## config.mk

```make
export PLATFORM = sky130hd
export DESIGN_NAME = standby_wake_ctrl
export DESIGN_NICKNAME = d
export VERILOG_FILES = /design/src/rtl/sw_pkg.sv /design/src/rtl/sw_arbiter.sv /design/src/rtl/sw_downcnt.sv /design/src/rtl/standby_wake_ctrl.sv
export SDC_FILE = /design/constraint.sdc
export NUM_CORES = 1
export LEC_CHECK = 0
export ABC_AREA = 0
export BUFFER_PORTS_ARGS = -buffer_cell sky130_fd_sc_hd__buf_2
export CAP_MARGIN = 20
export CORE_MARGIN = 2
export CORE_UTILIZATION = 50
export CTS_CLUSTER_SIZE = 20
export DETAILED_ROUTE_END_ITERATION = 8
export PLACE_DENSITY = 0.72
export SLEW_MARGIN = 40
export SYNTH_ARGS = -nofsm -noshare
export SYNTH_HDL_FRONTEND = slang
export SYNTH_HIERARCHICAL = 1
export SYNTH_SLANG_ARGS = --single-unit
```

## constraint.sdc

```tcl
create_clock -name clk -period 2.1 [get_ports clk]
set_input_delay 0.42 -clock clk [delete_from_list [all_inputs] [get_ports clk]]
set_output_delay 0.42 -clock clk [all_outputs]
set_load 0.05 [all_outputs]
```

## src/rtl/sw_pkg.sv

```systemverilog
package sw_pkg;
  typedef enum logic [2:0] {
    ST_RUN  = 3'd0,
    ST_IDLE = 3'd1,
    ST_STOP = 3'd2,
    ST_WARM = 3'd3,
    ST_WAKE = 3'd4
  } sw_state_e;

  typedef struct packed {
    logic hit;   // some wake condition is present
    logic take;  // the wake must enter the handler
  } sw_dec_t;
endpackage

```

## src/rtl/sw_arbiter.sv

```systemverilog
module sw_arbiter
  import sw_pkg::*;
#(
  parameter int LVL_W  = 4,
  parameter int MASK_W = 8
) (
  input  logic [LVL_W-1:0]  req_lvl,
  input  logic [MASK_W-1:0] mask_reg,
  input  logic              nmi,
  output sw_dec_t           dec
);
  logic [LVL_W-1:0] mask_lvl;
  logic             any_req;
  logic             above;

  assign mask_lvl = mask_reg[LVL_W-1:0];
  assign any_req  = |req_lvl;
  assign above    = any_req && (req_lvl >= mask_lvl);

  always_comb begin
    dec.hit  = nmi | any_req;
    dec.take = nmi | above;
  end
endmodule

```

## src/rtl/sw_downcnt.sv

```systemverilog
module sw_downcnt #(
  parameter int W    = 8,
  parameter int INIT = 0
) (
  input  logic         clk,
  input  logic         rst_n,
  input  logic         load,
  input  logic [W-1:0] ld_val,
  input  logic         dec,
  output logic         zero
);
  localparam logic [W-1:0] INIT_V = W'(INIT);

  logic [W-1:0] cnt;

  always_ff @(posedge clk or negedge rst_n) begin
    if (!rst_n)                cnt <= INIT_V;
    else if (load)             cnt <= ld_val;
    else if (dec && cnt != '0) cnt <= cnt - 1'b1;
  end

  assign zero = (cnt == '0);
endmodule

```

## src/rtl/standby_wake_ctrl.sv

```systemverilog
module standby_wake_ctrl
  import sw_pkg::*;
#(
  parameter int LVL_W    = 4,
  parameter int MASK_W   = 8,
  parameter int WARM_W   = 8,
  parameter int RST_HOLD = 1000
) (
  input  logic              clk,
  input  logic              rst_n,
  input  logic              mode_stop,
  input  logic              wait_stb,
  input  logic [LVL_W-1:0]  req_lvl,
  input  logic [MASK_W-1:0] mask_reg,
  input  logic              nmi,
  input  logic [WARM_W-1:0] warm_cnt,
  output logic              sleep,
  output logic              osc_en,
  output logic              core_rst_n,
  output logic              wake,
  output logic              take_irq,
  output logic              resume_next
);
  localparam int HOLD_W = $clog2(RST_HOLD + 1);

  sw_state_e state, state_n;
  logic      take_q, take_n;
  sw_dec_t   dec;
  logic      warm_load, warm_dec, warm_zero;
  logic      hold_done;

  sw_arbiter #(.LVL_W(LVL_W), .MASK_W(MASK_W)) u_arb (
    .req_lvl (req_lvl),
    .mask_reg(mask_reg),
    .nmi     (nmi),
    .dec     (dec)
  );

  sw_downcnt #(.W(HOLD_W), .INIT(RST_HOLD)) u_hold (
    .clk   (clk),
    .rst_n (rst_n),
    .load  (1'b0),
    .ld_val({HOLD_W{1'b0}}),
    .dec   (1'b1),
    .zero  (hold_done)
  );

  sw_downcnt #(.W(WARM_W), .INIT(0)) u_warm (
    .clk   (clk),
    .rst_n (rst_n),
    .load  (warm_load),
    .ld_val(warm_cnt),
    .dec   (warm_dec),
    .zero  (warm_zero)
  );

  always_comb begin
    state_n   = state;
    take_n    = take_q;
    warm_load = 1'b0;
    unique case (state)
      ST_RUN: begin
        if (hold_done && wait_stb) begin
          if (dec.hit) begin
            state_n = ST_WAKE;
            take_n  = dec.take;
          end else if (mode_stop) begin
            state_n = ST_STOP;
          end else begin
            state_n = ST_IDLE;
          end
        end
      end
      ST_IDLE: begin
        if (dec.hit) begin
          state_n = ST_WAKE;
          take_n  = dec.take;
        end
      end
      ST_STOP: begin
        if (dec.hit) begin
          state_n   = ST_WARM;
          take_n    = dec.take;
          warm_load = 1'b1;
        end
      end
      ST_WARM: begin
        if (warm_zero) state_n = ST_WAKE;
      end
      ST_WAKE: state_n = ST_RUN;
      default: state_n = ST_RUN;
    endcase
  end

  assign warm_dec = (state == ST_WARM) && !warm_zero;

  always_ff @(posedge clk or negedge rst_n) begin
    if (!rst_n) begin
      state  <= ST_RUN;
      take_q <= 1'b0;
    end else begin
      state  <= state_n;
      take_q <= take_n;
    end
  end

  assign sleep       = (state == ST_IDLE) || (state == ST_STOP) || (state == ST_WARM);
  assign osc_en      = (state != ST_STOP);
  assign core_rst_n  = rst_n && hold_done;
  assign wake        = (state == ST_WAKE);
  assign take_irq    = wake && take_q;
  assign resume_next = wake && !take_q;
endmodule

```

== After elaboration in Yosys (flattened, before gate mapping) ==
Cells that the tools add are included.
Storage, ports and cells
  register bits after elaboration: 22
  latch bits: 0
  RAM bits: 0
  memory bits (read-only): 0
  input bits: 25
  output and inout port bits: 6
  logic and storage cells: 54
  memories kept: 0
Cells by class
  add/subtract/negate cells: 2
  multipliers: 0
  div/mod/pow operators: 0
  $lt $le $gt $ge: 1
  equality and inequality tests: 9
  shift-type cells: 0
  mux-type cells: 14
  bitwise operators: 2
  reduce and logical (&&, ||, !) cells: 22
Operators with widths (number)
  2-to-1 mux 8 bit: 2
  2-to-1 mux 3 bit: 5
  case mux 3 bit (4 select lines): 1
  zero test 10 bit: 1
  nonzero test 10 bit: 1
  subtractor 10 x 1 -> 10 bit (second input constant): 1
  zero test 8 bit: 1
  != test 2 bit (second input constant): 4
  nonzero test 8 bit: 1
  subtractor 8 x 1 -> 8 bit (second input constant): 1
  logical AND 1 bit: 7
  equality test 3 x 2 -> 1 bit (second input constant): 2
  >= comparator 4 bit: 1
  2-to-1 mux 1 bit: 4
  AND reduction 4 bit: 1
  nonzero test 2 bit: 2
  OR reduction 4 bit: 1
  equality test 3 x 1 -> 1 bit (second input constant): 1
  equality test 3 bit (second input constant): 1
  zero test 3 bit: 1
  != test 3 x 2 -> 1 bit (second input constant): 1
  zero test 1 bit: 2
  logical OR 1 bit: 2
  2-to-1 mux 2 bit: 1
  4 further kinds: 5

== Logic depth before layout (Yosys ltp) ==
  depth in word-level cells: 6
  gate-level depth with buffers: 8
  mapped depth without buffers: 8

== Cells and area by module ==
Netlist, hierarchy kept.
Modules (own cells, without submodules)
  sw_downcnt at u_hold: times used 1, cells an instance 67, area an instance 629.4 um^2, seq. area each 257.7 um^2
  sw_downcnt at u_warm: times used 1, cells an instance 58, area an instance 528.0 um^2, seq. area each 200.2 um^2
  standby_wake_ctrl: times used 1, cells an instance 39, area an instance 329.1 um^2, seq. area each 100.1 um^2
  sw_arbiter: times used 1, cells an instance 15, area an instance 113.9 um^2, seq. area each 0.0 um^2

== Worst setup path before layout ==
OpenSTA, ideal clock, no wires.
  path kind: reg2reg
  start: register u_warm.cnt[0]
  end: register u_warm.cnt[7]
  setup time: 0.126 ns
  arrival time: 2.195 ns
  data required time: 1.974 ns
  slack: -0.221 ns
  stages on the path, launching flop included: 9
  path buffers: 0
  clock period less this slack: 2.321 ns
  cell sequence: dfrtp_1 -> inv_1 -> ha_1 -> or3b_2 -> nor2_1 -> and4bb_2 -> or3b_1 -> o311a_1 -> a221o_1
Between the ends
  word-level cells in the longest chain between the ends: 5
  elaborated cells between the ends (all ways): 9
  classes of those cells: add/sub: 1; mux: 2; reduce/logical: 6
Ends and longest elaborated chain
  start: declaration: line sw_downcnt.sv:14  | logic [W-1:0] cnt;
  start signal: assignment: line sw_downcnt.sv:18  | else if (load) cnt <= ld_val;
  start signal: assignment: line sw_downcnt.sv:19  | else if (dec && cnt != '0) cnt <= cnt - 1'b1;
  zero test 8 bit: line sw_downcnt.sv:22  | assign zero = (cnt == '0);
  net warm_zero: line standby_wake_ctrl.sv:29  | logic warm_load, warm_dec, warm_zero;
  zero test 1 bit: line standby_wake_ctrl.sv:95  | assign warm_dec = (state == ST_WARM) && !warm_zero;
  logical AND 1 bit: line standby_wake_ctrl.sv:95
  net warm_dec: line standby_wake_ctrl.sv:29
  logical AND 1 bit: line sw_downcnt.sv:19
  nonzero test 2 bit (no source line)
The timed path passes the listed nets, and every way through them passes these cells. The select of a mux whose other input is x is not followed.
A chain may end at the register's enable or synchronous reset.

== Worst setup path after layout ==
  start: register u_hold.cnt[8]
  end: output port core_rst_n
Between the ends
  word-level cells in the longest chain between the ends: 2
Ends and longest elaborated chain
  start: declaration: line sw_downcnt.sv:14
  start signal: assignment: line sw_downcnt.sv:18
  start signal: assignment: line sw_downcnt.sv:19
  zero test 10 bit: line sw_downcnt.sv:22
  net hold_done: line standby_wake_ctrl.sv:30  | logic hold_done;
  logical AND 1 bit: line standby_wake_ctrl.sv:109  | assign core_rst_n = rst_n && hold_done;
  end: declaration: line standby_wake_ctrl.sv:19  | output logic core_rst_n,
The timed path passes the listed nets, and every way through them passes these cells.

==> out/metrics.csv <==
stage,metric,value,unit
global_route,Total Routing Usage GR,23.7,%
critical_path,crit-path max FO,2,
clocking,Clock transition at path regs,140,ps
final_layout,synthesis-to-layout area growth,38.5,%
drt,antenna-violating nets left,0,
logic_synthesis,Synth Instances,179,
drt,WL/cell,14.0,um
clocking,clock tree buffer depth,2,
timing,worst slew pin tran,691,ps
logic_synthesis,Yosys top cell area share,25.0,%
logic_synthesis,top_reg_cell synth,dfrtp_1,
power_and_ir_drop,Gate power share,27.3,%
clocking,clock buffer count from CTS,3,
clocking,clock root buffer master,clkbuf_4,
clocking,hold_buf cts,0,
power_and_ir_drop,Internal,0.000824,W
timing,setup violators final,6,
placement,Placer Congestion,0.854,
global_route,first-pass GRT wire length,6.56,mm
final_layout,Reg area,558,um^2
clocking,Sink Count,22,
drt,drt first pass iters,4,
power_and_ir_drop,Sw Pwr,0.000328,W
global_route,initial antenna violation count,0,
final_layout,layout cells sized above 1,40.6,%
floorplanning,Initial Util,52.4,%
clocking,worst skew pair latency,310,ps
run_status,violated checks,setup timing,
final_layout,# fillers,254,
logic_synthesis,Commonest cells post-synth,"dfrtp_1, nor2_1, inv_1",
timing,Max Clock Skew,5.33,ps
critical_path,Setup CP Type,reg2out,
timing,fmax,0.425,GHz
drt,# DRC,0,
global_route,global route overflow,0,
critical_path,Reg2Reg Setup Slack,-230,ps
global_route,pin count of the biggest net entering global routing,23,
clocking,TritonCTS clock tree,yes,
timing,RSZ-0062 raised after global routing,true,
logic_synthesis,Yosys top cell by area,dfrtp_1,
critical_path,Worst Setup Start Kind,register,
drt,drt via density,5.52,
critical_path,R2R cell count,8,
floorplanning,DIE AREA,3670,um^2
drt,DR iter-0 viols,48,
power_and_ir_drop,P per Cell Area,520,nW/um^2
logic_synthesis,"Seq/Total Area, Yosys",34.9,%
final_layout,final non-filler cell total,295,
logic_synthesis,"count leader, synth",dfrtp_1,
logic_synthesis,ranking of synthesized cells by area,"dfrtp_1, dfstp_2, ha_1, nor2_1, a21oi_1",
logic_synthesis,Post-synth EDFFs,0,
timing,Final Max Slew Viols,0,
timing,final worst slack,-251,ps
power_and_ir_drop,Peak VDD IR,0.000271,V
timing,Hold Fails Final Rpt,0,
critical_path,Worst Setup End Kind,output port,
floorplanning,Core Region,3050,um^2
worst_hold_path,worst hold path class,in2async,
timing,Tcrit/Tclk final,112,%
power_and_ir_drop,Leak,1.01,nW
power_and_ir_drop,sw frac,28.5,%
job,max cap viols,0,
placement,HPWL after detailed placement,3.00,mm
global_route,vias in the first global route,1562,
logic_synthesis,Netlist Area Pre-Place,1600,um^2
logic_synthesis,synthesized flop and latch total,22,
logic_synthesis,Yosys cell types,60,
final_layout,number of diodes,0,
timing,max_slew headroom,53.8,%
power_and_ir_drop,Clock Power Share,29.1,%
final_layout,footprint of the multi-input gates,1090,um^2
logic_synthesis,yosys warns,6,
floorplanning,# IOs,31,
placement,post-place setup slack,-120,ps
drt,vias,1627,
logic_synthesis,Post-synth ARST share,100,%
logic_synthesis,syn_area_per_cell,8.94,um^2
critical_path,worst reg2reg path startpoint,u_hold/cnt[8],
placement,PortBufs,26,
power_and_ir_drop,sequential power share,43.6,%
timing,final setup TNS,-938,ps
critical_path,WP data arrival,1930,ps
critical_path,"Req. time, crit path",1680,ps
floorplanning,Die Span Y,60.6,um
timing,time the worst path needs with I/O delays and setup,2350,ps
final_layout,nets,284,
floorplanning,die width,60.6,um
floorplanning,std cell rows,20,
run_status,status,finished with violations,
placement,dpl cells,287,
clocking,H-tree Lvls,1,
critical_path,RR Endpoint,take_q,
drt,final wirelength,4.14,mm
-- worst max-delay path: stages (launching register included) --
cell	delay (ps)
dfstp_2	400
or4_4	530
or3_4	350
inv_2	60
and2_4	130
buf_8	130
-- per-layer routing --
layer,share of wire (%),up-vias,track usage (%)
li1,-,801,-
met1,44,763,30.8
met2,50,57,41.2
met3,5.0,6,1.92
met4,1.2,0,8.70
met5,0,-,0
-- state kept, by name, indices dropped and copies added (netlist names) --
register	cells
take_q	1
u_hold/cnt	10
u_warm/cnt	8
state	3
-- worst max-delay path by stage --
stage,startpoint,endpoint,slack [ps],cells past startpoint
3_3_place_gp,u_warm/cnt[0],u_warm/cnt[7],-70,8
3_5_place_dp,u_warm/cnt[0],u_warm/cnt[7],-120,8
2_1_floorplan,u_warm/cnt[0],u_warm/cnt[7],-150,8
4_1_cts,u_hold/cnt[8],core_rst_n,-260,5
6_report,u_hold/cnt[8],core_rst_n,-250,5
5_1_grt,u_hold/cnt[8],core_rst_n,-300,5
-- layout by cell type (no fill, tap or decap), types with 4 or more instances in the layout --
| cell type | netlist | layout |
|---|---|---|
| ha_1 | 7 | 6 |
| dfstp_2 | 6 | 6 |
| nor2_1 | 14 | 12 |
| inv_1 | 12 | 9 |
| conb_1 | 2 | 17 |
| dfrtp_1 | 16 | 16 |
| nand2_1 | 10 | 8 |
| a21oi_1 | 9 | 8 |
| nand3_1 | 4 | 4 |
| buf_4 | 0 | 32 |
| o21ai_0 | 9 | 9 |
| buf_2 | 2 | 24 |
| nand4_1 | 4 | 4 |
| nor3_1 | 6 | 6 |
| nor2b_1 | 6 | 5 |
-- area by class of cell --
class	count	area share, %
multi-input cells	152	49.3
inverters	13	2.20
well taps	44	2.48
clock inverters	1	1.36
clock buffers	3	1.02
flip-flops and latches	22	25.2
repair buffers	60	18.5
-- through the flow --
step / instance area (um^2) / util, % / hold slack, ps / power, W
floorplan: 1670 / - / 124 / 0.000668
global placement: 2040 / 66.9 / 449 / 0.000779
detailed placement: 2040 / 66.9 / 457 / 0.000798
CTS: 2160 / 70.7 / 93.1 / 0.00115
global route: 2220 / 72.6 / 93.4 / 0.00122
finish: 2220 / 72.6 / 100 / 0.00115
-- logic make-up (layout without fill, tap and decap cells) --
group	count (synthesis)	count (layout)	synth area share, %
other	2	17	0.469
adder cells (fa/ha/maj)	7	7	5.47
XOR/XNOR	3	3	1.64
AND/OR/NAND/NOR	72	72	27.1
AO/OA/AOI/OAI	49	49	22.4
flip-flops	22	22	34.9
buffers and inverters	20	77	5.32
multiplexers	4	4	2.74
-- power by group through the flow --
stage | clock network [W] | logic [W] | registers [W]
floorplan | 0 | 0.000152 | 0.000515
finish | 0.000336 | 0.000314 | 0.000503
CTS | 0.000343 | 0.000302 | 0.000502
global placement | 0 | 0.000273 | 0.000506
global route | 0.000364 | 0.000347 | 0.000507
detailed placement | 0 | 0.000288 | 0.000510
-- timing repair --
action,CTS,global route
pin swaps,4,3
resized for setup,13,12
setup endpoints to repair,9,11
gates cloned,0,0
buffers inserted,3,2
Note: power is estimated with default switching activity, not from simulation.
